## config.mk

```make
export PLATFORM = sky130hd
export DESIGN_NAME = ret_stack
export DESIGN_NICKNAME = d
export VERILOG_FILES = /design/src/rtl/ret_stack_pkg.sv /design/src/rtl/ret_stack_level.sv /design/src/rtl/ret_stack_occ.sv /design/src/rtl/ret_stack.sv
export SDC_FILE = /design/constraint.sdc
export NUM_CORES = 1
export LEC_CHECK = 0
export ABC_AREA = 1
export ABC_CLOCK_PERIOD_IN_PS = 3100
export BUFFER_PORTS_ARGS = -buffer_cell sky130_fd_sc_hd__buf_2
export CORE_ASPECT_RATIO = 1.2
export CORE_MARGIN = 1
export CORE_UTILIZATION = 50
export CTS_BUF_LIST = sky130_fd_sc_hd__clkbuf_4 sky130_fd_sc_hd__clkbuf_8
export DETAILED_ROUTE_END_ITERATION = 8
export PLACE_DENSITY = 0.78
export SLEW_MARGIN = 20
export SYNTH_ARGS = -nofsm -noshare
export SYNTH_HDL_FRONTEND = slang
export SYNTH_HIERARCHICAL = 1
export SYNTH_SLANG_ARGS = --single-unit
```

## constraint.sdc

```tcl
create_clock -name clk -period 3.1 [get_ports clk]
set_clock_uncertainty 0.1 [all_clocks]
set_input_delay 0.31 -clock clk [delete_from_list [all_inputs] [get_ports clk]]
set_output_delay 0.31 -clock clk [all_outputs]
set_load 0.01 [all_outputs]
```

## src/rtl/ret_stack_pkg.sv

```systemverilog
// Package: shared constants and the return-kind encoding for the return stack.
// Assumes: entries place the carry directly above the PC field.
package ret_stack_pkg;
    localparam int unsigned DEF_PC_W  = 12;
    localparam int unsigned DEF_DEPTH = 4;

    // Return kind as driven on pop_cy_i.
    typedef enum logic {
        RET_PC_ONLY = 1'b0,
        RET_PC_CY   = 1'b1
    } ret_kind_e;
endpackage

```

## src/rtl/ret_stack_level.sv

```systemverilog
// One level of the shift-register stack.
// What it does: loads the level above on a push, loads the level below on a pop,
// otherwise holds. Assumes push and pop never reach it together (the top resolves that).
module ret_stack_level #(
    parameter int unsigned EW = 13
) (
    input  logic          clk,
    input  logic          rst_n,
    input  logic          shift_dn,
    input  logic          shift_up,
    input  logic [EW-1:0] from_above,
    input  logic [EW-1:0] from_below,
    output logic [EW-1:0] q
);
    // Level register: reset clear, push takes above, pop takes below.
    always_ff @(posedge clk) begin
        if (!rst_n)        q <= '0;
        else if (shift_dn) q <= from_above;
        else if (shift_up) q <= from_below;
    end
endmodule

```

## src/rtl/ret_stack_occ.sv

```systemverilog
// Occupancy counter for the return stack.
// What it does: counts up on push (saturating at MAX) and down on pop (floored at 0).
// Assumes inc and dec are mutually exclusive.
module ret_stack_occ #(
    parameter int unsigned MAX = 4,
    localparam int unsigned CW = $clog2(MAX + 1)
) (
    input  logic          clk,
    input  logic          rst_n,
    input  logic          inc,
    input  logic          dec,
    output logic [CW-1:0] cnt
);
    localparam logic [CW-1:0] CMAX = CW'(MAX);

    // Count register with saturation at both ends.
    always_ff @(posedge clk) begin
        if (!rst_n)                        cnt <= '0;
        else if (inc && cnt != CMAX)       cnt <= cnt + 1'b1;
        else if (dec && cnt != '0)         cnt <= cnt - 1'b1;
    end

    p_occ_step_r2: assert property (@(posedge clk) disable iff (!rst_n)
        (inc && cnt != CMAX) |=> cnt == $past(cnt) + 1'b1);
    p_occ_sat_r6: assert property (@(posedge clk) disable iff (!rst_n)
        (inc && cnt == CMAX) |=> cnt == CMAX);
    p_occ_down_r7: assert property (@(posedge clk) disable iff (!rst_n)
        (dec && !inc && cnt != '0) |=> cnt == $past(cnt) - 1'b1);
    p_occ_floor_r8: assert property (@(posedge clk) disable iff (!rst_n)
        (dec && !inc && cnt == '0) |=> cnt == '0);
endmodule

```

## src/rtl/ret_stack.sv

```systemverilog
// Return stack with carry save (top).
// What it does: keeps DEPTH entries of {carry, PC}. A push shifts every level down and
// drops the bottom. A pop shifts every level up and the bottom keeps its value. The top
// entry drives the outputs. Push wins over a pop in the same cycle.
// Assumes the core samples ret_* in the cycle it asserts pop_i.
module ret_stack #(
    parameter int unsigned PC_W  = ret_stack_pkg::DEF_PC_W,
    parameter int unsigned DEPTH = ret_stack_pkg::DEF_DEPTH,
    localparam int unsigned EW = PC_W + 1,
    localparam int unsigned DW = $clog2(DEPTH + 1)
) (
    input  logic            clk,
    input  logic            rst_n,
    input  logic            push_i,
    input  logic [PC_W-1:0] pc_i,
    input  logic            cy_i,
    input  logic            pop_i,
    input  logic            pop_cy_i,
    output logic [PC_W-1:0] ret_pc_o,
    output logic            ret_cy_o,
    output logic            cy_load_o,
    output logic [DW-1:0]   depth_o
);
    import ret_stack_pkg::*;

    logic          do_push;
    logic          do_pop;
    logic [EW-1:0] lvl_q [DEPTH];

    // Operation select: a push masks a pop in the same cycle.
    always_comb begin
        do_push = push_i;
        do_pop  = pop_i && !push_i;
    end

    // One level per stack position; the ends take the new entry or themselves.
    for (genvar i = 0; i < DEPTH; i++) begin : g_lvl
        logic [EW-1:0] above;
        logic [EW-1:0] below;
        if (i == 0) begin : g_top
            assign above = {cy_i, pc_i};
        end else begin : g_mid_a
            assign above = lvl_q[i-1];
        end
        if (i == DEPTH - 1) begin : g_bot
            assign below = lvl_q[i];
        end else begin : g_mid_b
            assign below = lvl_q[i+1];
        end
        ret_stack_level #(.EW(EW)) u_lvl (
            .clk        (clk),
            .rst_n      (rst_n),
            .shift_dn   (do_push),
            .shift_up   (do_pop),
            .from_above (above),
            .from_below (below),
            .q          (lvl_q[i])
        );
    end

    ret_stack_occ #(.MAX(DEPTH)) u_occ (
        .clk   (clk),
        .rst_n (rst_n),
        .inc   (do_push),
        .dec   (do_pop),
        .cnt   (depth_o)
    );

    // Output drive: top entry split into its fields, carry strobe per return kind.
    always_comb begin
        ret_pc_o  = lvl_q[0][PC_W-1:0];
        ret_cy_o  = lvl_q[0][EW-1];
        cy_load_o = do_pop && (ret_kind_e'(pop_cy_i) == RET_PC_CY);
    end

    p_push_top_r2: assert property (@(posedge clk) disable iff (!rst_n)
        push_i |=> ({ret_cy_o, ret_pc_o} == {$past(cy_i), $past(pc_i)}));
    p_pop_order_r3: assert property (@(posedge clk) disable iff (!rst_n)
        (pop_i && !push_i) |=> ({ret_cy_o, ret_pc_o} == $past(lvl_q[1])));
    p_no_load_on_push_r9: assert property (@(posedge clk) disable iff (!rst_n)
        push_i |-> !cy_load_o);
    p_depth_bound_r7: assert property (@(posedge clk) disable iff (!rst_n)
        depth_o <= DW'(DEPTH));
    p_bottom_keep_r8: assert property (@(posedge clk) disable iff (!rst_n)
        (pop_i && !push_i) |=> lvl_q[DEPTH-1] == $past(lvl_q[DEPTH-1]));
    p_bottom_drop_r6: assert property (@(posedge clk) disable iff (!rst_n)
        push_i |=> lvl_q[DEPTH-1] == $past(lvl_q[DEPTH-2]));
endmodule

```

==> metrics.md <==
| Metric | Value |
|---|---|
| Critical Path AT | `1.85 ns` |
| DRT Wirelength | `5560 µm` |
| Area after DPL | `2870 µm²` |
| Via-to-Cell Ratio | `5.04` |
| Number of fill cells | `474` |
| Worst Hold Class | `input port to register` |
| Max Freq | `572 MHz` |
| Clk buf depth | `2` |
| Area growth from synthesis to layout | `10.2%` |
| Cell count after synthesis | `422` |
| First-pass GRT wire length | `9140 µm` |
| Cts bufs inserted | `5` |
| CTS tree | `built` |
| Antenna Diode Count | `0` |
| Vias in the first global route | `2077` |
| DR WL/cell | `11.0 µm` |
| Initial antenna violation count | `0` |
| DRT Pass-1 Iters | `4` |
| Core area | `5080 µm²` |
| Final TNS setup | `0 ns` |
| Final Critical Period | `1.75 ns` |
| Root buffer cell | `clkbuf_8` |
| Status | `completed` |
| Mean Syn Cell Area | `6.41 µm²` |
| ANT nets after route | `0` |
| Final period utilization | `0.563` |
| Leading cell type in the layout, fill and taps excluded | `nand2_1` |
| Cell area after layout | `2980 µm²` |
| 1st-iter DRT viols | `119` |
| Cell area after synthesis | `2700 µm²` |
| Number of I/O pins | `35` |
| Slew Viols, Final | `0` |
| Overall power | `1.39 mW` |
| Die Ht | `82.6 µm` |
| Clock-pin slew on the worst setup and hold paths | `0.09 ns` |
| Max-Slew Margin vs Limit | `0.567` |
| Initial Utilization | `0.532` |
| Largest net degree at the start of global routing | `63` |
| Sink Count | `55` |
| Worst slew pin tran | `0.650 ns` |
| Crit end category | `register` |
| PD cells | `467 nW/µm²` |
| Gr ovfl total | `0` |
| CTS Hold Bufs | `0` |
| Peak supply drop | `348 µV` |
| Pleak | `1.73 nW` |
| Post-synthesis sequential element count | `55` |
| HPWL Detailed | `3850 µm` |
| Post_cts resized | `0` |
| Crit start category | `input port` |
| Synth unique cells | `16` |
| Rows | `28` |
| H-Tree Depth | `2` |
| Final hold slack | `0.194 ns` |
| Post-route DRC | `0` |
| GP Congestion | `0.742` |
| Final hold viol count | `0` |
| # nets final | `466` |
| Crit path kind | `input port to register` |
| Die ar. | `5710 µm²` |
| Die Span X | `69.1 µm` |
| GR Util All Layers | `0.195` |
| Synth Net Count | `441` |
| Yosys warnings | `6` |
| Setup repair after global routing missed its margin | `false` |
| Skew-Pair Late Insertion Delay | `0.30 ns` |
| Share of cells above drive strength 1 | `0.134` |
| Final setup violation count | `0` |
| Most frequent cells in the layout | `160 x nand2_1, 105 x nand3_1, 58 x inv_1` |
| Vias | `2556` |
| Maxcap violations | `0` |
| Seq/Total Area, Yosys | `0.407` |
| Port Buf Inserts | `34` |
| CP Data Required Time | `3.20 ns` |
| Postcts setup bufs | `0` |
| Crit Path Max Fanout | `62` |
power breakdown:
part | total, mW | internal, mW | switching [mW]
logic | 0.178 | 0.0608 | 0.117
clock network | 0.461 | 0.246 | 0.215
registers | 0.752 | 0.730 | 0.0212
area by class of cell:
type / instances / area, µm² / share of cell area
multi-input combinational: 285 / 1260 / 0.424
sequential: 55 / 1100 / 0.369
inverter: 62 / 233 / 0.0781
timing repair buffer: 38 / 200 / 0.0672
clock buffer: 6 / 76.3 / 0.0256
tap: 60 / 75.1 / 0.0252
clock inverter: 1 / 30.0 / 0.0101
flip-flops by register name, summed over array words and instances, names as in the netlist:
register	cells
g_lvl.u_lvl/q	52
u_occ/cnt	3
metrics by stage:
step | utilization | worst slack, ns | instances
2_1_floorplan | - | 1.52 | 422
3_3_place_gp | 0.566 | 1.11 | 500
3_5_place_dp | 0.566 | 1.04 | 500
4_1_cts | 0.587 | 1.36 | 507
5_1_grt | 0.587 | 1.23 | 507
6_report | 0.587 | 1.35 | 507
cell usage after synthesis:
master | number | area share
nand2_1 | 160 | 0.22
nand3_1 | 105 | 0.19
inv_1 | 58 | 0.081
dfxtp_1 | 55 | 0.41
buf_2 | 12 | 0.022
nor2_2 | 6 | 0.014
a21oi_1 | 4 | 0.0074
buf_1 | 4 | 0.0056
buf_4 | 4 | 0.011
inv_2 | 4 | 0.0056
nand2_2 | 2 | 0.0046
nand3_2 | 2 | 0.0074
nor2_1 | 2 | 0.0028
o21ai_0 | 2 | 0.0037
fa_1 | 1 | 0.0074
nand2_4 | 1 | 0.0042
per-layer routing:
metal  global-route usage  part of all wire  vias up  wire [µm]
li1                     -                 -     1352          -
met1                0.243              0.47     1136       2600
met2                0.342              0.48       63       2640
met3               0.0388             0.045        5        248
met4               0.0653             0.011        0         63
met5                    0                 0        -          0
critical path: stages:
cell     delay, ns
buf_2         0.09
buf_4         0.52
nand2_4       0.13
fa_1          0.40
inv_1         0.08
nand3_2       0.09
a21oi_1       0.15
nor2_1        0.06
logic make-up (layout without fill, tap and decap cells):
family,Yosys count,after routing,share of synthesized area
adders and majority gates,1,1,0.00740
buffers and inverters,82,107,0.125
DFF,55,55,0.407
and+or+nand+nor,278,278,0.449
AOI/OAI and AO/OA,6,6,0.0111
path summary, 6_finish.rpt:
check | startpoint | end | slack (ns) | depth (start not counted)
setup reg to reg | u_occ/cnt[0] | u_occ/cnt[2] | 1.44 | 8
hold reg to reg | u_occ/cnt[0] | u_occ/cnt[0] | 0.43 | 1
setup / recovery | push_i | u_occ/cnt[2] | 1.35 | 8
hold / removal | pc_i[7] | g_lvl[0].u_lvl/q[7] | 0.19 | 5
No activity file was read; power rests on OpenSTA's default activity.
